## src/rtl/spi_fifo_stat_pkg.sv

```systemverilog
package spi_fifo_stat_pkg;
   localparam int NUM_FLAGS = 8;
   localparam int NUM_WAKE  = 4;

   localparam int FL_TX_THR   = 0;
   localparam int FL_TX_EMPTY = 1;
   localparam int FL_RX_THR   = 2;
   localparam int FL_RX_FULL  = 3;
   localparam int FL_TX_OVR   = 4;
   localparam int FL_TX_UND   = 5;
   localparam int FL_RX_OVR   = 6;
   localparam int FL_RX_UND   = 7;

   localparam logic [NUM_FLAGS-1:0] TX_FLAG_MASK = 8'b0011_0011;
   localparam logic [NUM_FLAGS-1:0] RX_FLAG_MASK = 8'b1100_1100;
   localparam logic [NUM_WAKE-1:0]  TX_WAKE_MASK = 4'b0011;
   localparam logic [NUM_WAKE-1:0]  RX_WAKE_MASK = 4'b1100;
endpackage

```

## src/rtl/sfs_fifo.sv

```systemverilog
module sfs_fifo #(
   parameter int DEPTH = 32,
   parameter int DW    = 16,
   localparam int AW   = $clog2(DEPTH)
) (
   input  logic          clk,
   input  logic          rst_n,
   input  logic          flush,
   input  logic          push,
   input  logic [DW-1:0] wdata,
   input  logic          pop,
   output logic [DW-1:0] rdata,
   output logic [AW:0]   level,
   output logic          full,
   output logic          empty,
   output logic          ovr_evt,
   output logic          und_evt
);
   if (DEPTH < 2 || (1 << AW) != DEPTH) begin : g_bad_depth
      $error("sfs_fifo: DEPTH must be a power of two of at least 2");
   end
   if (DW < 1) begin : g_bad_dw
      $error("sfs_fifo: DW must be positive");
   end

   logic [DW-1:0] mem [DEPTH];
   logic [AW:0]   wr_ptr, rd_ptr;
   logic          push_ok, pop_ok;

   assign level   = wr_ptr - rd_ptr;
   assign full    = (level == (AW+1)'(DEPTH));
   assign empty   = (level == '0);
   assign push_ok = push & ~full & ~flush;
   assign pop_ok  = pop & ~empty & ~flush;
   assign ovr_evt = push & full & ~flush;
   assign und_evt = pop & empty & ~flush;
   assign rdata   = mem[rd_ptr[AW-1:0]];

   always_ff @(posedge clk) begin
      if (!rst_n || flush) begin
         wr_ptr <= '0;
         rd_ptr <= '0;
      end else begin
         if (push_ok) wr_ptr <= wr_ptr + 1'b1;
         if (pop_ok)  rd_ptr <= rd_ptr + 1'b1;
      end
   end

   always_ff @(posedge clk) begin
      if (push_ok) mem[wr_ptr[AW-1:0]] <= wdata;
   end

   AST_LEVEL_BOUND: assert property (@(posedge clk) disable iff (!rst_n)
      level <= (AW+1)'(DEPTH));
   AST_OVR_STAYS_FULL: assert property (@(posedge clk) disable iff (!rst_n)
      (full && push && !pop && !flush) |=> full);
   AST_UND_STAYS_EMPTY: assert property (@(posedge clk) disable iff (!rst_n)
      (empty && pop && !push && !flush) |=> empty);
   AST_FLUSH_EMPTIES: assert property (@(posedge clk) disable iff (!rst_n)
      flush |=> empty);
endmodule

```

## src/rtl/sfs_edge.sv

```systemverilog
module sfs_edge #(
   parameter int N = 4
) (
   input  logic         clk,
   input  logic         rst_n,
   input  logic [N-1:0] cond,
   input  logic [N-1:0] reload,
   output logic [N-1:0] rise
);
   if (N < 1) begin : g_bad_n
      $error("sfs_edge: N must be positive");
   end

   logic [N-1:0] prev;

   // prev starts as all ones: a condition already true at reset is not an edge
   always_ff @(posedge clk) begin
      if (!rst_n) prev <= '1;
      else        prev <= cond | reload;
   end

   assign rise = cond & ~prev;

   for (genvar g = 0; g < N; g++) begin : g_ast
      AST_NO_RISE_AFTER_RELOAD: assert property (@(posedge clk) disable iff (!rst_n)
         reload[g] |=> !rise[g]);
   end
endmodule

```

## src/rtl/sfs_w1c_flags.sv

```systemverilog
module sfs_w1c_flags #(
   parameter int N = 8
) (
   input  logic         clk,
   input  logic         rst_n,
   input  logic [N-1:0] set,
   input  logic [N-1:0] kill,
   input  logic         clr_we,
   input  logic [N-1:0] clr_data,
   output logic [N-1:0] q
);
   if (N < 1) begin : g_bad_n
      $error("sfs_w1c_flags: N must be positive");
   end

   always_ff @(posedge clk) begin
      if (!rst_n) begin
         q <= '0;
      end else begin
         for (int i = 0; i < N; i++) begin
            if (kill[i])                     q[i] <= 1'b0;
            else if (set[i])                 q[i] <= 1'b1;
            else if (clr_we && clr_data[i])  q[i] <= 1'b0;
         end
      end
   end

   for (genvar g = 0; g < N; g++) begin : g_ast
      AST_SET_BEATS_CLEAR: assert property (@(posedge clk) disable iff (!rst_n)
         (set[g] && !kill[g]) |=> q[g]);
      AST_ZERO_WRITE_KEEPS: assert property (@(posedge clk) disable iff (!rst_n)
         (q[g] && !kill[g] && !(clr_we && clr_data[g])) |=> q[g]);
      AST_ONE_WRITE_CLEARS: assert property (@(posedge clk) disable iff (!rst_n)
         (clr_we && clr_data[g] && !set[g]) |=> !q[g]);
      AST_KILL_CLEARS: assert property (@(posedge clk) disable iff (!rst_n)
         kill[g] |=> !q[g]);
   end
endmodule

```

## src/rtl/spi_fifo_status.sv

```systemverilog
module spi_fifo_status
   import spi_fifo_stat_pkg::*;
#(
   parameter int DEPTH  = 32,
   parameter int DW     = 16,
   parameter int THR_W  = 5,
   localparam int LVL_W = $clog2(DEPTH + 1)
) (
   input  logic                 clk,
   input  logic                 rst_n,
   input  logic                 bus_wr,
   input  logic [DW-1:0]        bus_wdata,
   input  logic                 bus_rd,
   output logic [DW-1:0]        bus_rdata,
   input  logic                 ser_pop,
   output logic [DW-1:0]        ser_txdata,
   input  logic                 ser_push,
   input  logic [DW-1:0]        ser_rxdata,
   input  logic                 tx_flush,
   input  logic                 rx_flush,
   input  logic [THR_W-1:0]     tx_thresh,
   input  logic [THR_W-1:0]     rx_thresh,
   input  logic                 dma_tx_en,
   input  logic                 dma_rx_en,
   input  logic [NUM_FLAGS-1:0] int_en,
   input  logic [NUM_WAKE-1:0]  wake_en,
   input  logic                 flag_wr,
   input  logic [NUM_FLAGS-1:0] flag_wdata,
   input  logic                 wake_wr,
   input  logic [NUM_WAKE-1:0]  wake_wdata,
   output logic [LVL_W-1:0]     tx_level,
   output logic [LVL_W-1:0]     rx_level,
   output logic [NUM_FLAGS-1:0] int_flags,
   output logic [NUM_WAKE-1:0]  wake_flags,
   output logic                 irq,
   output logic                 wake,
   output logic                 dma_tx_req,
   output logic                 dma_rx_req
);
   localparam int CW = (LVL_W > THR_W) ? LVL_W : THR_W;

   if (THR_W < 1 || THR_W > LVL_W) begin : g_bad_thr
      $error("spi_fifo_status: THR_W must lie in 1..LVL_W");
   end

   logic tx_full, tx_empty, tx_ovr, tx_und;
   logic rx_full, rx_empty, rx_ovr, rx_und;

   sfs_fifo #(.DEPTH(DEPTH), .DW(DW)) u_txf (
      .clk(clk), .rst_n(rst_n), .flush(tx_flush),
      .push(bus_wr), .wdata(bus_wdata), .pop(ser_pop), .rdata(ser_txdata),
      .level(tx_level), .full(tx_full), .empty(tx_empty),
      .ovr_evt(tx_ovr), .und_evt(tx_und));

   sfs_fifo #(.DEPTH(DEPTH), .DW(DW)) u_rxf (
      .clk(clk), .rst_n(rst_n), .flush(rx_flush),
      .push(ser_push), .wdata(ser_rxdata), .pop(bus_rd), .rdata(bus_rdata),
      .level(rx_level), .full(rx_full), .empty(rx_empty),
      .ovr_evt(rx_ovr), .und_evt(rx_und));

   // threshold comparisons in a common width; TX is "below", RX is "above"
   logic [CW-1:0] tx_lvl_c, rx_lvl_c, tx_thr_c, rx_thr_c;
   logic          tx_below, rx_above;

   assign tx_lvl_c = CW'(tx_level);
   assign rx_lvl_c = CW'(rx_level);
   assign tx_thr_c = CW'(tx_thresh);
   assign rx_thr_c = CW'(rx_thresh);
   assign tx_below = (tx_lvl_c < tx_thr_c);
   assign rx_above = (rx_lvl_c > rx_thr_c);

   logic [NUM_WAKE-1:0]  lvl_cond, lvl_reload, lvl_rise;
   logic [NUM_FLAGS-1:0] int_set, int_kill;
   logic [NUM_WAKE-1:0]  wake_kill;

   always_comb begin
      lvl_cond             = '0;
      lvl_cond[FL_TX_THR]   = tx_below;
      lvl_cond[FL_TX_EMPTY] = tx_empty;
      lvl_cond[FL_RX_THR]   = rx_above;
      lvl_cond[FL_RX_FULL]  = rx_full;

      lvl_reload = ({NUM_WAKE{tx_flush}} & TX_WAKE_MASK)
                 | ({NUM_WAKE{rx_flush}} & RX_WAKE_MASK);

      int_set                = '0;
      int_set[NUM_WAKE-1:0]  = lvl_rise;
      int_set[FL_TX_OVR]     = tx_ovr;
      int_set[FL_TX_UND]     = tx_und;
      int_set[FL_RX_OVR]     = rx_ovr;
      int_set[FL_RX_UND]     = rx_und;

      int_kill  = ({NUM_FLAGS{tx_flush}} & TX_FLAG_MASK)
                | ({NUM_FLAGS{rx_flush}} & RX_FLAG_MASK);
      wake_kill = lvl_reload;
   end

   sfs_edge #(.N(NUM_WAKE)) u_edge (
      .clk(clk), .rst_n(rst_n), .cond(lvl_cond), .reload(lvl_reload),
      .rise(lvl_rise));

   sfs_w1c_flags #(.N(NUM_FLAGS)) u_int_flags (
      .clk(clk), .rst_n(rst_n), .set(int_set), .kill(int_kill),
      .clr_we(flag_wr), .clr_data(flag_wdata), .q(int_flags));

   sfs_w1c_flags #(.N(NUM_WAKE)) u_wake_flags (
      .clk(clk), .rst_n(rst_n), .set(lvl_rise), .kill(wake_kill),
      .clr_we(wake_wr), .clr_data(wake_wdata), .q(wake_flags));

   assign irq        = |(int_flags & int_en);
   assign wake       = |(wake_flags & wake_en);
   assign dma_tx_req = dma_tx_en & tx_below;
   assign dma_rx_req = dma_rx_en & rx_above;

   AST_TX_FLUSH_CLEARS: assert property (@(posedge clk) disable iff (!rst_n)
      tx_flush |=> (((int_flags & TX_FLAG_MASK) == '0) && tx_level == '0));
   AST_RX_FLUSH_CLEARS: assert property (@(posedge clk) disable iff (!rst_n)
      rx_flush |=> (((int_flags & RX_FLAG_MASK) == '0) && rx_level == '0));
   AST_TX_UND_FLAGGED: assert property (@(posedge clk) disable iff (!rst_n)
      (ser_pop && tx_level == '0 && !tx_flush) |=> int_flags[FL_TX_UND]);
   AST_RX_OVR_FLAGGED: assert property (@(posedge clk) disable iff (!rst_n)
      (ser_push && rx_full && !rx_flush) |=> int_flags[FL_RX_OVR]);
endmodule

```

## config.mk

```make
export PLATFORM = sky130hd
export DESIGN_NAME = spi_fifo_status
export DESIGN_NICKNAME = d
export VERILOG_FILES = /design/src/rtl/spi_fifo_stat_pkg.sv /design/src/rtl/sfs_fifo.sv /design/src/rtl/sfs_edge.sv /design/src/rtl/sfs_w1c_flags.sv /design/src/rtl/spi_fifo_status.sv
export SDC_FILE = /design/constraint.sdc
export NUM_CORES = 1
export LEC_CHECK = 0
export BUFFER_PORTS_ARGS = -buffer_cell sky130_fd_sc_hd__buf_2
export CAP_MARGIN = 20
export CORE_ASPECT_RATIO = 1.4
export CORE_MARGIN = 10
export CORE_UTILIZATION = 58
export CTS_BUF_LIST = sky130_fd_sc_hd__clkbuf_8
export DETAILED_ROUTE_END_ITERATION = 12
export PLACE_DENSITY = 0.78
export SETUP_SLACK_MARGIN = 0.02
export SYNTH_ARGS = -nofsm -noshare
export SYNTH_HDL_FRONTEND = slang
export SYNTH_SLANG_ARGS = --single-unit
```

## constraint.sdc

```tcl
create_clock -name clk -period 2.8 [get_ports clk]
set_input_delay 0.14 -clock clk [delete_from_list [all_inputs] [get_ports clk]]
set_output_delay 0.14 -clock clk [all_outputs]
set_load 0.01 [all_outputs]
```

**Yosys cells after proc, flatten, opt, wreduce, memory -nomap -nowiden**

Memories as Yosys holds them, arrays and structs flattened. A register that Yosys moved wholly into a read port is not among the register bits.
Index checks and enable logic that the tools add are counted.

- Shifts and indexed selects: 0
- Multipliers: 0
- Magnitude comparators: 2
- Reduce and logical (&&, ||, !) cells: 43
- Bitwise logic cells: 32
- Divide/modulo/power cells: 0
- Mux-type cells: 32
- Equality and inequality tests: 2
- Add/subtract/negate cells: 6

Operators by type and width:

| operator | count |
|---|---|
| 2-to-1 mux 1 bit | 28 |
| adder 6 x 1 -> 6 bit, second input constant | 4 |
| nonzero test 2 bit | 12 |
| OR reduction 2 bit | 12 |
| 2-to-1 mux 5 bit | 4 |
| bitwise AND 1 bit | 18 |
| equality test 6 bit, second input constant | 2 |
| logical AND 1 bit | 12 |
| logical NOT 6 bit | 2 |
| subtractor 6 bit | 2 |
| bitwise AND 4 bit | 2 |
| bitwise AND 8 bit | 1 |
| bitwise OR 6 x 8 -> 8 bit | 1 |
| OR reduction 8 bit | 1 |
| inverter 1 bit | 7 |
| greater-than comparator 6 x 5 -> 1 bit | 1 |
| < comparator 6 x 5 -> 1 bit | 1 |
| inverter 4 bit | 1 |
| bitwise OR 2 x 4 -> 4 bit | 1 |
| bitwise OR 4 bit | 1 |
| OR reduction 4 bit | 1 |
| logical OR 1 bit | 2 |
| logical NOT 1 bit | 1 |

- Word-level logic and storage cells: 136
- Output and inout bits: 60
- Flip-flop bits (word level): 40
- Memory bits (writable): 1,024
- Bits in latches: 0
- Input port bits: 78
- Memories kept: 2
- ROM bits: 0

Memories:

| name | depth | width | rd ports | clocked after memory_dff | wr ports | line | RTL |
|---|---|---|---|---|---|---|---|
| u_rxf.mem | 32 | 16 | 1 | 1 | 1 | sfs_fifo.sv:26 | `logic [DW-1:0] mem [DEPTH];` |
| u_txf.mem | 32 | 16 | 1 | 1 | 1 | sfs_fifo.sv:26 |  |

**Logic depth before layout (Yosys ltp)**

- Word-level depth: 7
- Depth in mapped cells: 13
- Gate-level depth less buffers: 13

**Modules after synthesis**

Synthesis repeated with hierarchy kept, for this count alone.

- Cell total of the unflattened synthesis: 1,904
- Area, all modules: 42,179.2 um^2

By module, submodules not included:

| module | cells each | seq. area each (um^2) | instances | area an instance (um^2) |
|---|---|---|---|---|
| sfs_fifo at u_txf | 901 | 15,715.1 | 1 | 20,598.5 |
| sfs_fifo at u_rxf | 898 | 15,715.1 | 1 | 20,588.5 |
| spi_fifo_status | 44 | 0.0 | 1 | 351.6 |
| sfs_w1c_flags at u_int_flags | 33 | 160.2 | 1 | 335.3 |
| sfs_w1c_flags at u_wake_flags | 16 | 80.1 | 1 | 165.2 |
| sfs_edge | 12 | 80.1 | 1 | 140.1 |

**Least setup slack after synthesis**

No wires, ideal clock.

- Path type: register to register
- Start: register u_txf.wr_ptr[0]
- End: memory u_txf.mem[31][0] (enable)
- Arrival time: 2,770 ps
- Buffers on the path: 0
- Slack: -358 ps
- Data required time: 2,412 ps
- Library setup time: 388 ps
- Cell stages (with the launch flop): 11
- Period minus slack after synthesis: 3,158 ps
- Cell sequence: dfxtp_1 -> inv_1 -> ha_1 -> inv_1 -> fa_1 -> xor2_1 -> nor3_1 -> o21a_1 -> o211ai_2 -> nand3_1 -> nor2_1

- Longest elaborated chain between the ends: 7

Ends and longest elaborated chain:

| element | line | RTL |
|---|---|---|
| start, declared | sfs_fifo.sv:27 | `logic [AW:0] wr_ptr, rd_ptr;` |
| start signal, assigned | sfs_fifo.sv:44 | `if (push_ok) wr_ptr <= wr_ptr + 1'b1;` |
| subtractor 6 bit | sfs_fifo.sv:30 | `assign level = wr_ptr - rd_ptr;` |
| named net tx_level[2] | spi_fifo_status.sv:31 | `output logic [LVL_W-1:0] tx_level,` |
| equality test 6 bit | sfs_fifo.sv:31 | `assign full = (level == (AW+1)'(DEPTH));` |
| inverter 1 bit | sfs_fifo.sv:33 | `assign push_ok = push & ~full & ~flush;` |
| bitwise AND 1 bit (2 in series) | sfs_fifo.sv:33 |  |
| 2-to-1 mux 1 bit | sfs_fifo.sv:50 | `if (push_ok) mem[wr_ptr[AW-1:0]] <= wdata;` |
| 2-to-1 mux 1 bit (not written as such) | sfs_fifo.sv:50 |  |
| end, declared | sfs_fifo.sv:26 |  |

The timed path passes the listed nets, and every way through them passes these cells.

**Worst setup path in the final report**

- Start: register u_txf.wr_ptr[0]
- End: output port dma_tx_req

- Longest elaborated chain between the ends: 3

Ends and longest elaborated chain:

| element | line | RTL |
|---|---|---|
| subtractor 6 bit | sfs_fifo.sv:30 |  |
| < comparator 6 x 5 -> 1 bit | spi_fifo_status.sv:69 | `assign tx_below = (tx_lvl_c < tx_thr_c);` |
| bitwise AND 1 bit | spi_fifo_status.sv:112 | `assign dma_tx_req = dma_tx_en & tx_below;` |
| end, declared | spi_fifo_status.sv:37 | `output logic dma_tx_req,` |

Every way passes these cells.

==> qor.csv <==
stage,metric,value,unit
outcome,status,"finished, violations left",
outcome,failing checks,negative setup slack,
sta,unrepaired setup endpoints after global routing,true,
sta,Clock Skew,0.0300,ns
grt,grt ovf,0,
floorplanning,core area,71700,um2
logic_synthesis,Yosys top cell area share,73.3,%
grt,largest net degree at the start of global routing,66,
sta,setup slack after layout,-0.590,ns
critical_path,Worst Path Buf+Inv,4,
critical_path,depth of the most critical reg-to-reg path,12,
pwr,sw frac,21.6,%
grt,vias in the first global route,23600,
critical_path,CP max-delay cell,fa_2,
logic_synthesis,most common cell in the netlist,edfxtp_1,
sta,Final Max Tran Viols,0,
finish,share of layout cells above drive strength 1,44.1,%
clock_tree,clk sinks,1074,
place,Placer Congestion,0.816,
sta,TNS Setup,-15.01,ns
sta,Slew @ Worst Pin,0.983,ns
place,pre-CTS WS,-0.0591,ns
drt,initial DRC count,2228,
sta,"Hold Vio Cnt, Final",0,
logic_synthesis,syn_nets,1996,
critical_path,worst path cell trace,inv_2 > ha_4 > inv_2 > fa_2 > buf_6 > ha_4 > a21boi_4 > o21ai_2 > a21oi_2 > nor4_2 > and2_1 > buf_2,
critical_path,crit-path max cell delay,0.55,ns
sta,"Period Utilization, post-route",121,%
logic_synthesis,Seq cells post-synth,1074,
logic_synthesis,Synth cell types,48,
drt,drt wl/cell,31.2,um
floorplanning,Die H,338,um
logic_synthesis,post-synthesis sequential area ratio,75.6,%
min_path,WHS Path Cells,4,
logic_synthesis,Post-synth EDFFs,1024,
floorplanning,chip width,247,um
clock_tree,Root Driver,clkbuf_8,
pwr,Seq pwr share,57.7,%
drt,DRT Pass-1 Iters,6,
drt,DRT Wirelength,108,mm
floorplanning,die area,83700,um2
grt,initial antenna violation count,1,
critical_path,Crit Path Class,flip-flop to primary output,
critical_path,worst r2r src,u_rxf.wr_ptr[0]$_SDFFE_PP0P_,
pwr,power share of the combinational group,3.5,%
logic_synthesis,Synth Flop Type,edfxtp_1,
sta,minimum clock period,3.39,ns
min_path,min-delay src,bus_rd,
grt,first-pass GRT wire length,153,mm
clock_tree,"CTS clk-pin slew, worst paths",0.07,ns
drt,DRT antenna net count,0,
place,dpl hpwl,58.1,mm
logic_synthesis,"area leader, netlist",edfxtp_1,
finish,area growth from synthesis to layout,24.3,%
clock_tree,worst skew pair latency,0.82,ns
logic_synthesis,synthesized cell area,42000,um2
critical_path,Startpoint Class,flip-flop,
floorplanning,IO Count,138,
floorplanning,Site Rows,116,
pwr,Psw,6.58,mW
logic_synthesis,Mapped Cells,1886,
floorplanning,Initial Utilization,58.5,%
grt,gr usage total,24.9,%
critical_path,reg2reg setup slack,-0.04,ns
clock_tree,CTS tree,built,
drt,vias,22100,
critical_path,crit-path max FO,2,
critical_path,critical path arrival,3.25,ns
critical_path,crit-path leading delay family,adder cells,
logic_synthesis,largest cells by area after synthesis,"edfxtp_1 (73%), mux4_2 (17%), dfxtp_1 (2.4%)",
pwr,Peak supply drop,0.593,mV
clock_tree,CTS H-tree depth,4,
clock_tree,Max Root-Sink Buffers,3,
critical_path,Worst Path Required,2.66,ns
logic_synthesis,commonest cells in the netlist,"edfxtp_1 (1024), mux4_2 (320), nor2_1 (86)",
critical_path,CP Capture Type,primary output,
min_path,Worst Hold Class,primary input to flip-flop,
drt,drc violations,0,
sta,Slew headroom,34.3,%
clock_tree,cts bufs inserted,152,
sta,setup violators final,38,
pwr,Int Pwr,23.9,mW
logic_synthesis,fraction of registers with async set/reset,0,%
finish,Nets,2515,
min_path,Worst Hold End,u_int_flags.q[7]$_SDFFE_PP0P_,
pwr,Pleak,16.8,nW
finish,# fillers,3629,
sta,fmax,295,MHz
logic_synthesis,syn_area_per_cell,22.3,um2
pwr,Clk pwr share,38.8,%
pwr,pwr dens,585,nW/um2
logic_synthesis,Ys Warns,0,
drt,DR vias/cell,6.38,
run,Max-Cap Viols,0,
place,PortBufs,137,
-- per-stage QoR --
step | utilization (%) | area [um2] | hold slack (ns) | std cells | power, mW
after floorplan | - | 42600 | 0.239 | 1886 | 18.3
after global placement | 63.1 | 45200 | 0.404 | 2981 | 18.7
after detailed placement | 63.1 | 45200 | 0.411 | 2981 | 18.7
final | 72.7 | 52200 | 0.242 | 3467 | 30.5
after CTS | 71.1 | 51000 | 0.0996 | 3415 | 30.4
after global routing | 72.7 | 52200 | 0.229 | 3467 | 31.4
-- worst register-to-register path, delay by kind of cell, from the launching register on --
family | cells | cell delay [ns]
adders and majority gates | 2 | 0.62
DFF | 1 | 0.35
AOI/OAI and AO/OA | 4 | 0.88
buffers and inverters | 5 | 0.68
and+or+nand+nor | 1 | 0.20
-- flip-flops by register name, indices dropped and copies added (netlist names), named ones only --
signal / cells
u_txf.wr_ptr: 6
u_rxf.rd_ptr: 6
u_int_flags.q: 8
u_txf.mem: 512
u_txf.rd_ptr: 6
u_wake_flags.q: 4
u_rxf.mem: 512
u_rxf.wr_ptr: 6
u_edge.prev: 4
-- placed cells by master, fill, tap and decap left out, drive strengths merged, types with 18 or more instances in the layout --
| cell type | count |
|---|---|
| mux4 | 320 |
| clkinv | 50 |
| ha | 30 |
| nor2 | 86 |
| dfxtp | 50 |
| inv | 74 |
| nand3 | 23 |
| nand2 | 37 |
| mux2 | 32 |
| a21oi | 28 |
| buf | 387 |
| o21ai | 18 |
| dlygate4sd3 | 63 |
| clkbuf | 164 |
| edfxtp | 1024 |
-- cell type report --
type / count / area (um2) / area share [%]
Sequential cell: 1074 / 31800 / 60.9
Multi-Input combinational cell: 697 / 11000 / 21.0
Timing Repair Buffer: 451 / 5230 / 10.0
Clock buffer: 163 / 2240 / 4.30
Tap cell: 944 / 1180 / 2.26
Clock inverter: 108 / 642 / 1.23
Inverter: 29 / 113 / 0.216
Antenna cell: 1 / 2.50 / 0.00480
-- what timing repair did --
action                                   CTS  global route
endpoints found under the setup margin   738           867
setup buffers                             97            75
gates cloned                              22             1
hold buffers                              64             0
pin swaps                                 43            77
resized for setup                        171            79
endpoints found under the hold margin   1074             0
-- power by group through the flow --
| stage | registers, mW | clock network (mW) | logic [mW] |
|---|---|---|---|
| 2_1_floorplan | 18.0 | 0 | 0.317 |
| 3_3_place_gp | 18.0 | 0 | 0.730 |
| 3_5_place_dp | 18.0 | 0 | 0.766 |
| 4_1_cts | 17.6 | 11.8 | 0.987 |
| 5_1_grt | 17.6 | 12.7 | 1.11 |
| 6_report | 17.6 | 11.8 | 1.05 |
-- kinds of logic (layout without fill, tap and decap cells) --
family	after synthesis	after routing	share of synthesized area, %
buffers and inverters	115	751	1.14
and+or+nand+nor	212	212	2.40
other	0	1	0
DFF	1074	1074	75.6
adders and majority gates	32	32	0.990
xor gates and xnor gates	8	8	0.167
AOI/OAI and AO/OA	87	87	1.48
muxes	358	358	18.2
-- how the worst max path moves through the flow --
stage	startpoint	to	slack, ns	cells past startpoint
2_1_floorplan	u_rxf.wr_ptr[0]$_SDFFE_PP0P_	u_rxf.mem[31][0]$_DFFE_PP_	0.03	10
3_3_place_gp	u_rxf.wr_ptr[0]$_SDFFE_PP0P_	u_rxf.mem[16][10]$_DFFE_PP_	0.01	11
3_5_place_dp	u_txf.wr_ptr[0]$_SDFFE_PP0P_	u_txf.mem[16][15]$_DFFE_PP_	-0.06	11
4_1_cts	u_txf.wr_ptr[0]$_SDFFE_PP0P_	dma_tx_req	-0.59	12
5_1_grt	u_txf.wr_ptr[0]$_SDFFE_PP0P_	dma_tx_req	-0.60	12
6_report	u_txf.wr_ptr[0]$_SDFFE_PP0P_	dma_tx_req	-0.59	12
-- layer usage --
layer / vias up / wire length (um) / GRT usage (%) / part of all wire, %
met4: 0 / 5370 / 9.64 / 5.0
li1: 9000 / - / - / -
met5: - / 0 / 0 / 0
met3: 350 / 5990 / 4.28 / 5.5
met2: 1191 / 62600 / 47.0 / 58
met1: 11600 / 34100 / 26.8 / 32
Note: power is estimated with default switching activity, not from simulation.
